--- src/rtl/bws_pkg.sv ---
package bws_pkg;
    localparam int WORD_W = 32;
    localparam int KIND_W = 3;
    localparam int TAG_W  = 4;

    typedef enum logic [KIND_W-1:0] {
        KIND_RAW   = 3'd0,
        KIND_CRD   = 3'd1,
        KIND_CWR   = 3'd2,
        KIND_BAR   = 3'd3,
        KIND_PING  = 3'd4
    } msg_kind_e;

    typedef enum logic [0:0] {
        ST_IDLE = 1'b0,
        ST_SEND = 1'b1
    } ser_state_e;
endpackage

--- src/rtl/bws_beat_cnt.sv ---
module bws_beat_cnt #(
    parameter int BEATS = 4,
    parameter int CNT_W = 2
) (
    input  logic             clk,
    input  logic             rst_n,
    input  logic             take,
    input  logic             step,
    output logic [CNT_W-1:0] idx,
    output logic             at_last,
    output logic             is_first
);
    localparam logic [CNT_W-1:0] LAST_IDX = CNT_W'(BEATS - 1);

    logic [CNT_W-1:0] cnt_q;

    always_ff @(posedge clk or negedge rst_n) begin
        if (!rst_n) begin
            cnt_q <= '0;
        end else if (take) begin
            cnt_q <= '0;
        end else if (step && !at_last) begin
            cnt_q <= cnt_q + 1'b1;
        end
    end

    assign idx      = cnt_q;
    assign at_last  = (cnt_q == LAST_IDX);
    assign is_first = (cnt_q == '0);
endmodule

--- src/rtl/bws_word_hold.sv ---
module bws_word_hold
    import bws_pkg::*;
#(
    parameter int LANES = 8,
    parameter int BEATS = 4,
    parameter int CNT_W = 2
) (
    input  logic              clk,
    input  logic              rst_n,
    input  logic              take,
    input  logic [WORD_W-1:0] in_word,
    input  logic [KIND_W-1:0] in_kind,
    input  logic [TAG_W-1:0]  in_tag,
    input  logic [CNT_W-1:0]  idx,
    output logic [LANES-1:0]  beat_data,
    output logic [KIND_W-1:0] held_kind,
    output logic [TAG_W-1:0]  held_tag
);
    localparam int SLOTS = 1 << CNT_W;

    logic [WORD_W-1:0] word_q;
    logic [KIND_W-1:0] kind_q;
    logic [TAG_W-1:0]  tag_q;
    logic [LANES-1:0]  slot [SLOTS];

    always_ff @(posedge clk or negedge rst_n) begin
        if (!rst_n) begin
            word_q <= '0;
            kind_q <= '0;
            tag_q  <= '0;
        end else if (take) begin
            word_q <= in_word;
            kind_q <= in_kind;
            tag_q  <= in_tag;
        end
    end

    for (genvar g = 0; g < SLOTS; g++) begin : g_slot
        if (g < BEATS) begin : g_used
            assign slot[g] = word_q[g*LANES +: LANES];
        end else begin : g_pad
            assign slot[g] = '0;
        end
    end

    assign beat_data = slot[idx];
    assign held_kind = kind_q;
    assign held_tag  = tag_q;
endmodule

--- src/rtl/bws_ctrl.sv ---
module bws_ctrl
    import bws_pkg::*;
(
    input  logic clk,
    input  logic rst_n,
    input  logic in_valid,
    input  logic throttle,
    input  logic at_last,
    output logic in_ready,
    output logic busy,
    output logic strobe,
    output logic step,
    output logic take
);
    ser_state_e state_q;
    ser_state_e state_nx;

    always_ff @(posedge clk or negedge rst_n) begin
        if (!rst_n) begin
            state_q <= ST_IDLE;
        end else begin
            state_q <= state_nx;
        end
    end

    always_comb begin
        state_nx = state_q;
        in_ready = 1'b0;
        busy     = 1'b0;
        strobe   = 1'b0;
        step     = 1'b0;
        unique case (state_q)
            ST_IDLE: begin
                in_ready = 1'b1;
                if (in_valid) begin
                    state_nx = ST_SEND;
                end
            end
            ST_SEND: begin
                busy     = 1'b1;
                strobe   = !throttle;
                step     = !throttle;
                in_ready = at_last && !throttle;
                if (at_last && !throttle) begin
                    state_nx = in_valid ? ST_SEND : ST_IDLE;
                end
            end
            default: begin
                state_nx = ST_IDLE;
            end
        endcase
    end

    assign take = in_valid && in_ready;
endmodule

--- src/rtl/bcast_word_ser.sv ---
module bcast_word_ser
    import bws_pkg::*;
#(
    parameter int LANES = 8
) (
    input  logic              clk,
    input  logic              rst_n,
    input  logic              in_valid,
    output logic              in_ready,
    input  logic [31:0]       in_word,
    input  logic [2:0]        in_kind,
    input  logic [3:0]        in_tag,
    input  logic              throttle,
    output logic [LANES-1:0]  lane_data,
    output logic              lane_strobe,
    output logic              lane_first,
    output logic [2:0]        lane_kind,
    output logic [3:0]        lane_tag
);
    localparam int BEATS = WORD_W / LANES;
    localparam int CNT_W = (BEATS > 1) ? $clog2(BEATS) : 1;

    logic             busy;
    logic             step;
    logic             take;
    logic             at_last;
    logic             is_first;
    logic             strobe;
    logic [CNT_W-1:0] idx;
    logic [LANES-1:0] beat_data;
    logic [KIND_W-1:0] held_kind;
    logic [TAG_W-1:0]  held_tag;

    bws_ctrl u_ctrl (
        .clk      (clk),
        .rst_n    (rst_n),
        .in_valid (in_valid),
        .throttle (throttle),
        .at_last  (at_last),
        .in_ready (in_ready),
        .busy     (busy),
        .strobe   (strobe),
        .step     (step),
        .take     (take)
    );

    bws_beat_cnt #(
        .BEATS (BEATS),
        .CNT_W (CNT_W)
    ) u_cnt (
        .clk      (clk),
        .rst_n    (rst_n),
        .take     (take),
        .step     (step),
        .idx      (idx),
        .at_last  (at_last),
        .is_first (is_first)
    );

    bws_word_hold #(
        .LANES (LANES),
        .BEATS (BEATS),
        .CNT_W (CNT_W)
    ) u_hold (
        .clk       (clk),
        .rst_n     (rst_n),
        .take      (take),
        .in_word   (in_word),
        .in_kind   (in_kind),
        .in_tag    (in_tag),
        .idx       (idx),
        .beat_data (beat_data),
        .held_kind (held_kind),
        .held_tag  (held_tag)
    );

    // Idle lanes are driven to zero
    assign lane_data   = busy ? beat_data : '0;
    assign lane_kind   = busy ? held_kind : '0;
    assign lane_tag    = busy ? held_tag  : '0;
    assign lane_first  = busy && is_first;
    assign lane_strobe = strobe;
endmodule

--- config.mk ---
export PLATFORM = sky130hd
export DESIGN_NAME = bcast_word_ser
export DESIGN_NICKNAME = d
export VERILOG_FILES = /design/src/rtl/bws_pkg.sv /design/src/rtl/bws_beat_cnt.sv /design/src/rtl/bws_word_hold.sv /design/src/rtl/bws_ctrl.sv /design/src/rtl/bcast_word_ser.sv
export SDC_FILE = /design/constraint.sdc
export NUM_CORES = 1
export LEC_CHECK = 0
export ABC_AREA = 1
export BUFFER_PORTS_ARGS = -buffer_cell sky130_fd_sc_hd__buf_2
export CORE_MARGIN = 2
export CORE_UTILIZATION = 30
export CTS_CLUSTER_SIZE = 24
export DETAILED_ROUTE_END_ITERATION = 10
export SLEW_MARGIN = 40
export SYNTH_ARGS = -nofsm -noshare
export SYNTH_HDL_FRONTEND = slang
export SYNTH_SLANG_ARGS = --single-unit
--- constraint.sdc ---
create_clock -name clk -period 1.2 [get_ports clk]
set_input_delay 0 -clock clk [delete_from_list [all_inputs] [get_ports clk]]
set_output_delay 0 -clock clk [all_outputs]
set_load 0.03 [all_outputs]
# After elaboration in Yosys (flattened, before gate mapping)
# Cells that the tools add are included.
# op_classes
addsub	1
order_cmp	1
n_eq_ne	1
mux	14
bitwise	2
reduce_logical	8
# op_table
operator	n
$mux 8	3
$bmux 8 s2	1
$logic_and 1x1->1	4
$mux 1	4
$mux 2	2
$mux 4	1
$pmux 1 s2	2
$ge 3x3->1 const B	1
$mux 3	1
$not 2->3	1
$add 2x1->2 const B	1
$eq 2x2->1 const B	1
$logic_not 1->1	2
$logic_not 2->1	1
$reduce_bool 2->1	1
$not 1->1	1
# totals
register_bits	42
inputBits	43
out_inout_bits	18
elab_cells	32

# Depth between registers and ports, before layout
# Gate-level depths: netlist of run 1.
# logic_depth
depth_word	5
depth_mapped	7

# Cells and area by module
# Synthesis of run 1 repeated with hierarchy kept, for this count alone.
# hier_totals
hier_cells	287
hier_area_um2	2168.3
# by_module_without_submodules
mod	n_inst	cells_each	area_each_um2
bws_word_hold	1	227	1809.2
bcast_word_ser	1	34	163.9
bws_beat_cnt	1	16	126.4
bws_ctrl	1	10	68.8

# Worst setup path after synthesis of run 1
# Ideal clock, no wire load.
# synth_path
kind	reg-to-output
start	register u_cnt.cnt_q[0] (netlist: u_cnt.idx[0])
end	output port lane_data[6]
arrival_time_ns	1.286
t_required_ns	1.200
path_slack_ns	-0.086
path_stages_with_launch	6
path_buffers	2
path_cell_list	dfrtp_1 > buf_4 > buf_6 > nand2_1 > nand3_1 > a21oi_1
# synth_between
elab_chain_cells	5
# synth_rtl
element	line	rtl
from (decl)	bws_beat_cnt.sv:15	logic [CNT_W-1:0] cnt_q;
from (signal assigned)	bws_beat_cnt.sv:23	cnt_q <= cnt_q + 1'b1;
$not 2->3 (implied by the code)	bws_word_hold.sv:46	assign beat_data = slot[idx];
$bmux 8 s2	bws_word_hold.sv:46	
$mux 8 (implied by the code) (2 in a row)	bws_word_hold.sv:46	
$mux 8	bcast_word_ser.sv:78	assign lane_data = busy ? beat_data : '0;
to (decl)	bcast_word_ser.sv:14	output logic [LANES-1:0] lane_data,
# No other way between the ends. The select of a mux whose other input is x is not followed.

# Worst setup path after layout of run 1
# layout_path
start	register u_cnt.cnt_q[0] (netlist: u_cnt.idx[0])
end	output port lane_data[0]
# The elaborated chain is that of the path after synthesis.

==> run_results.csv, run 1 <==
group,metric,value,unit
run_status,outcome,"complete, but fails checks",
run_status,violations,"negative setup slack",
synth,ys_top_cells_by_area,"dfrtp_1, nand2_1, nand3_1, inv_1, buf_4",
synth,yosysTopAreaCell,"dfrtp_1",
synth,synth_cell_type_count,16,
sta,grt_setup_unrepaired,"true",
synth,synth_edf_count,0,
layout,seqCellArea,1050,sq um
routing,postRouteAntennaNets,0,
floorplanning,die_y,89.7,microns
worst_setup_path,crit_slowest_cell,"dfrtp_1",
layout,num_antenna_cells,0,
sta,drv_slew,0,
clocking,cts_root_buf,"clkbuf_8",
sta,fin_tns_setup,-8.67,ns
routing,firstDrtPassIters,4,
layout,n_fill_cell,717,
worst_setup_path,path_delay_family,"buffers and inverters",
layout,stdcell_count,511,
synth,synth_top_family_by_area,"simple AND/OR/NAND/NOR gates",
routing,drc,0,
power,p_leak,0.00190,uW
power,power,9010,uW
power,swShare,45.0,%
grt,antenna_found_initial,0,
worst_setup_path,cpMostUsedCell,"buf_6",
worst_setup_path,start_kind,"register",
synth,ys.flop_type,"dfrtp_1",
power,intPower,4960,uW
synth,synth_area,2200,sq um
synth,synth_fa_ha_area_share,1.14,%
synth,synth-xor-area-share,0,%
layout,nNetsFinal,456,
floorplanning,rows,31,
power,power.share.sequential,27.3,%
floorplanning,start_util,30.7,%
sta,slew_headroom,84.6,%
clocking,cts_buffers,5,
worst_setup_path,cp_max_fo,7,
worst_setup_path,worstSetupPathType,"register to primary output",
grt,grt_pass1_vias,2071,
grt,gr-total-overflow,0,
sta,min_period_over_period,121,%
floorplanning,io_pins,61,
grt,grt_pass1_wl,9.56,mm
synth,synth.most_common_cell,"nand2_1",
floorplanning,dieArea,8040,sq um
synth,ys_warn_count,0,
clocking,clk_pin_slew,0.09,ns
clocking,clock_latency,0.30,ns
synth,synth_compound_area_share,1.82,%
power,peakVddDrop,0.984,mV
flow_run,drv_cap,0,
synth,synth_nets,349,
grt,grt_max_degree,43,
clocking,cts_tree,"done",
power,clock_power_share,12.6,%
synth,synth.area.mux_share,0,%
layout,drive_above_1_share,29.6,%
routing,drt_wl_total,6.01,mm
sta,layout_min_cycle_time,1.45,ns
clocking,clockBufferDepth,2,
routing,wire_per_inst,11.8,microns
routing,vias,2202,
sta,setup_viol,52,
routing,vias_per_cell,4.31,
worst_setup_path,required,1.20,ns
worst_setup_path,cp_num_buf_inv,3,
clocking,h-tree-depth,2,
worst_setup_path,path_cells,"buf_6 -> buf_6 -> nand2_4 -> nand3_2 -> a21oi_2 -> buf_6",
worst_setup_path,critPathMaxStageDelay,0.42,ns
sta,setup_slack,-0.246,ns
placed_design,dp_hpwl,4.07,mm
clocking,cts.sinks,42,
synth,yosys.area_share.simple,35.7,%
power,p_per_area,2580,nW/um^2
worst_setup_path,critical_path_arrival,1.45,ns
grt,grt_use_total,15.5,%
sta,worstMarginPinSlew,0.231,ns
synth,yosysSeqAreaShare,47.8,%
worst_setup_path,critPathCaptureType,"primary output",
synth,ys_seq_elements,42,
layout,syn_to_final_growth,58.4,%
synth,netlist_instances,304,
synth,synthArstFlopShare,100,%
sta,fmax,0.692,GHz
layout,final_util,48.6,%
layout,multi_input_area,975,sq um
sta,finalHoldViolCount,0,
synth,synthTopCellsByCount,"nand2_1, nand3_1, inv_1",
sta,clock_skew,0.0117,ns
synth,syn_area_per_cell,7.24,sq um
power,combPwrFrac,60.1,%
placed_design,io_buffers,60,
floorplanning,die_w,89.7,microns
placed_design,gp_congestion,0.851,
floorplanning,core-area,7180,sq um
power,netSwitchingPower,4050,uW
hold_path,hold_class,"input port to register",
routing,drt_iter0_markers,107,
synth,synth.top_cell.area_share,47.8,%
placed_design,post-place-cells,459,
## final timing paths
path,from,to,cells after the start,slack [ns]
min in group asynchronous,rst_n,u_hold.word_q[19],3,0.20
min reg2reg,u_hold.held_kind[2],u_hold.held_kind[2],2,0.47
max,u_cnt.idx[0],lane_data[0],6,-0.25
max in group asynchronous,rst_n,u_ctrl.state_q,3,0.77
max reg2reg,u_cnt.idx[0],u_hold.word_q[4],8,-0.18
min,in_valid,u_cnt.idx[0],4,0.08
## final cells by class
cell class / count / area share [%]
flip-flops and latches: 42 / 30.2
repair buffers: 118 / 29.7
multi-input cells: 197 / 28.0
clock buffers: 6 / 2.08
inverters: 47 / 5.42
well taps: 99 / 3.55
clock inverters: 2 / 1.08
## worst reg2reg max path, delay by kind of cell, from the launching register on
| family | cells | cell delay, ns |
|---|---|---|
| fa+ha+maj | 1 | 0.23 |
| simple gates | 5 | 0.35 |
| flops | 1 | 0.42 |
| buf+inv | 2 | 0.30 |
## through the flow
step	hold WS [ns]	setup WS [ns]	cell area, sq um
2_1_floorplan	-0.296	-0.0250	2230
6_report	0.0785	-0.246	3490
3_3_place_gp	-0.00348	-0.0235	2700
3_5_place_dp	-0.00629	-0.0585	2700
5_1_grt	0.0942	-0.324	3490
4_1_cts	0.0733	-0.252	3380
## cells by family after synthesis
family	Yosys count
AND/OR/NAND/NOR	187
buffers and inverters	65
flip-flops	42
AO/OA/AOI/OAI	8
adder cells (fa/ha/maj)	2
## flip-flops by register name, indices dropped and copies added, names as in the netlist
| signal | cells |
|---|---|
| u_cnt.idx | 2 |
| u_ctrl.state_q | 1 |
| u_hold.held_kind | 3 |
| u_hold.held_tag | 4 |
| u_hold.word_q | 32 |
## per-layer routing
layer	vias to the layer above	global-route usage (%)	share of wire, %
met1	1001	20.8	46
met5	-	0	0
met2	57	25.2	48
met4	0	5.16	1.8
met3	11	3.20	4.3
li1	1133	-	-
## cell usage in the layout, fill, tap and decap left out
master and count:
nor2_1 3, dlygate4sd3_1 40, inv_8 1, nand2_4 1, nand2_1 116, bufinv_16 1, clkbuf_1 1, buf_6 23
inv_1 41, nand3_1 46, dfrtp_2 1, clkinvlp_4 1, a21oi_2 8, dfrtp_1 41, nand2_8 1, nand2_2 8
nor2_4 1, buf_8 1, nand3_2 11, buf_12 5, ha_1 2, inv_4 2, clkbuf_8 5, inv_2 3
buf_2 42, buf_4 7
## power by group through the flow
stage / Combinational, uW / Clock, uW / Sequential, uW
6_report: 5420 / 1130 / 2460
5_1_grt: 5940 / 1220 / 2540
4_1_cts: 5100 / 1180 / 2450
3_5_place_dp: 4260 / 0 / 2470
3_3_place_gp: 4190 / 0 / 2450
2_1_floorplan: 3150 / 0 / 2340
## what timing repair did
item | 4_1_cts | 5_1_grt
endpoints found under the hold margin | 81 | 0
resized for setup | 41 | 38
buffers inserted | 4 | 0
endpoints found under the setup margin | 57 | 60
pin swaps | 12 | 7
hold buffers | 40 | 0
(Power assumes the default switching activity.)
==> run 2: changes to the inputs <==
Settings changed: BUFFER_PORTS_ARGS -buffer_cell sky130_fd_sc_hd__buf_2 to unset, DONT_BUFFER_PORTS set to 1, TNS_END_PERCENT set to 1.
==> run_results.csv, run 2 (same netlist as run 1, synthesis figures left out) <==
group,metric,value,unit
run_status,outcome,"complete, but fails checks",
run_status,violations,"negative setup slack",
grt,grt_pass1_vias,2051,
worst_setup_path,worstSetupPathType,"register to primary output",
routing,drc,0,
grt,grt_busiest_layer,"met2",
worst_setup_path,critPathCaptureType,"primary output",
power,p_per_area,2690,nW/um^2
grt,gr-total-overflow,0,
grt,grt_use_met3,2.93,%
layout,layout_commonest_cell,"nand2_1",
clocking,cts_tree,"done",
layout,drive_above_1_share,19.9,%
sta,hold_ws,0.0445,ns
clocking,h-tree-depth,2,
layout,stdcell_count,465,
sta,worstMarginPinSlew,0.236,ns
layout,final_cell_mix,"nand2_1, nand3_1, dlygate4sd3_1, dfrtp_1, inv_1",
layout,nNetsFinal,410,
clocking,clockBufferDepth,2,
routing,drt_iter0_markers,108,
worst_setup_path,cp_max_fo,8,
worst_setup_path,critPathMaxStageDelay,0.43,ns
grt,grtUsageMet2,25.5,%
routing,postRouteAntennaNets,0,
placed_design,gp_congestion,0.902,
worst_setup_path,start_kind,"register",
layout,largest_reg_flops,32,
sta,finalHoldViolCount,0,
sta,drv_slew,0,
grt,antenna_found_initial,0,
worst_setup_path,critical_path_arrival,1.42,ns
worst_setup_path,cp_num_buf_inv,2,
sta,setup_slack,-0.225,ns
sta,layout_min_cycle_time,1.42,ns
power,peakVddDrop,1.20,mV
floorplanning,io_pins,61,
worst_setup_path,required,1.20,ns
routing,firstDrtPassIters,4,
sta,slew_headroom,84.3,%
grt,grt_max_degree,43,
worst_setup_path,path_delay_family,"flip-flops",
layout,num_antenna_cells,0,
grt,grt_use_total,15.4,%
clocking,clock_latency,0.29,ns
floorplanning,start_util,30.7,%
grt,grt_pass1_wl,9.56,mm
floorplanning,rows,31,
power,p_leak,0.00167,uW
worst_setup_path,path_cells,"buf_4 -> nand2_1 -> nand3_1 -> a21oi_2 -> buf_6",
sta,min_period_over_period,119,%
sta,clock_skew,0.00286,ns
flow_run,drv_cap,0,
sta,fmax,0.702,GHz
grt,grt_use_met1,20.3,%
layout,syn_to_final_growth,43.4,%
placed_design,io_buffers,0,
clocking,clk_pin_slew,0.08,ns
clocking,cts.sinks,42,
floorplanning,dieArea,8040,sq um
floorplanning,die_w,89.7,microns
layout,n_fill_cell,743,
layout,regMostFlops,"u_hold.word_q",
routing,drt_wl_total,5.75,mm
routing,vias,2129,
placed_design,post_dp_cell_area,2410,sq um
layout,final_util,44.0,%
routing,vias_per_cell,4.58,
layout,final_area,3160,sq um
routing,wire_per_inst,12.4,microns
sta,setup_viol,50,
worst_setup_path,crit_slowest_cell,"dfrtp_1",
clocking,cts_root_buf,"clkbuf_8",
floorplanning,die_y,89.7,microns
hold_path,hold_class,"input port to register",
sta,grt_setup_unrepaired,"true",
clocking,cts_buffers,5,
placed_design,dp_hpwl,3.97,mm
floorplanning,core-area,7180,sq um
placed_design,post-place-cells,408,
## run 2: final timing paths
path,start,to,slack (ns),cells after the start
setup / recovery,u_cnt.idx[0],lane_data[3],-0.22,5
min in group asynchronous,rst_n,u_hold.word_q[24],0.16,2
setup reg to reg,u_cnt.idx[0],u_hold.word_q[16],-0.13,8
hold reg to reg,u_hold.held_tag[2],u_hold.held_tag[2],0.48,2
max in group asynchronous,rst_n,u_ctrl.state_q,0.80,2
hold / removal,in_valid,u_hold.word_q[5],0.04,3
## run 2: worst reg2reg max path, stage by stage (launching register included)
cell and delay (ns):
dfrtp_1 0.41, ha_2 0.21, nand2_2 0.07, nand2_4 0.08
buf_6 0.12, nand2_8 0.07, buf_12 0.16, nand2_1 0.06
nand2_1 0.05
## run 2: layout make-up
| class | count | area (sq um) | area share (%) |
|---|---|---|---|
| repair buffers | 72 | 738 | 23.4 |
| clock buffers | 5 | 68.8 | 2.18 |
| clock inverters | 3 | 45.0 | 1.43 |
| flip-flops and latches | 42 | 1050 | 33.3 |
| well taps | 99 | 124 | 3.92 |
| multi-input cells | 197 | 940 | 29.8 |
| inverters | 47 | 189 | 5.98 |
## run 2: metrics by stage
step,setup WS [ns],TNS [ns],power [uW]
floorplan,-0.0637,-0.446,5370
global placement,-0.0187,-0.185,6420
detailed placement,-0.0561,-1.12,6490
CTS,-0.213,-8.25,8430
global route,-0.291,-10.31,9140
finish,-0.225,-6.38,8500
## run 2: report_power, final
| part | switching (uW) | leakage, uW | internal, uW |
|---|---|---|---|
| Combinational | 3000 | 0.00110 | 1910 |
| Clock | 511 | 0.0000504 | 619 |
| Sequential | 384 | 0.000519 | 2070 |
## run 2: routing by layer
layer  routed length (microns)  share of wire (%)
met4                        99                1.7
met5                         0                  0
met2                      2680                 47
met1                      2600                 45
met3                       370                6.4
## run 2: repair_timing
action                                 CTS  global route
hold buffers                            44             0
cloned                                   1             0
resized for setup                       31            14
endpoints found under the hold margin   84             0
pin swaps                                7             2
buffers inserted                         4             0
setup endpoints to repair               57            59
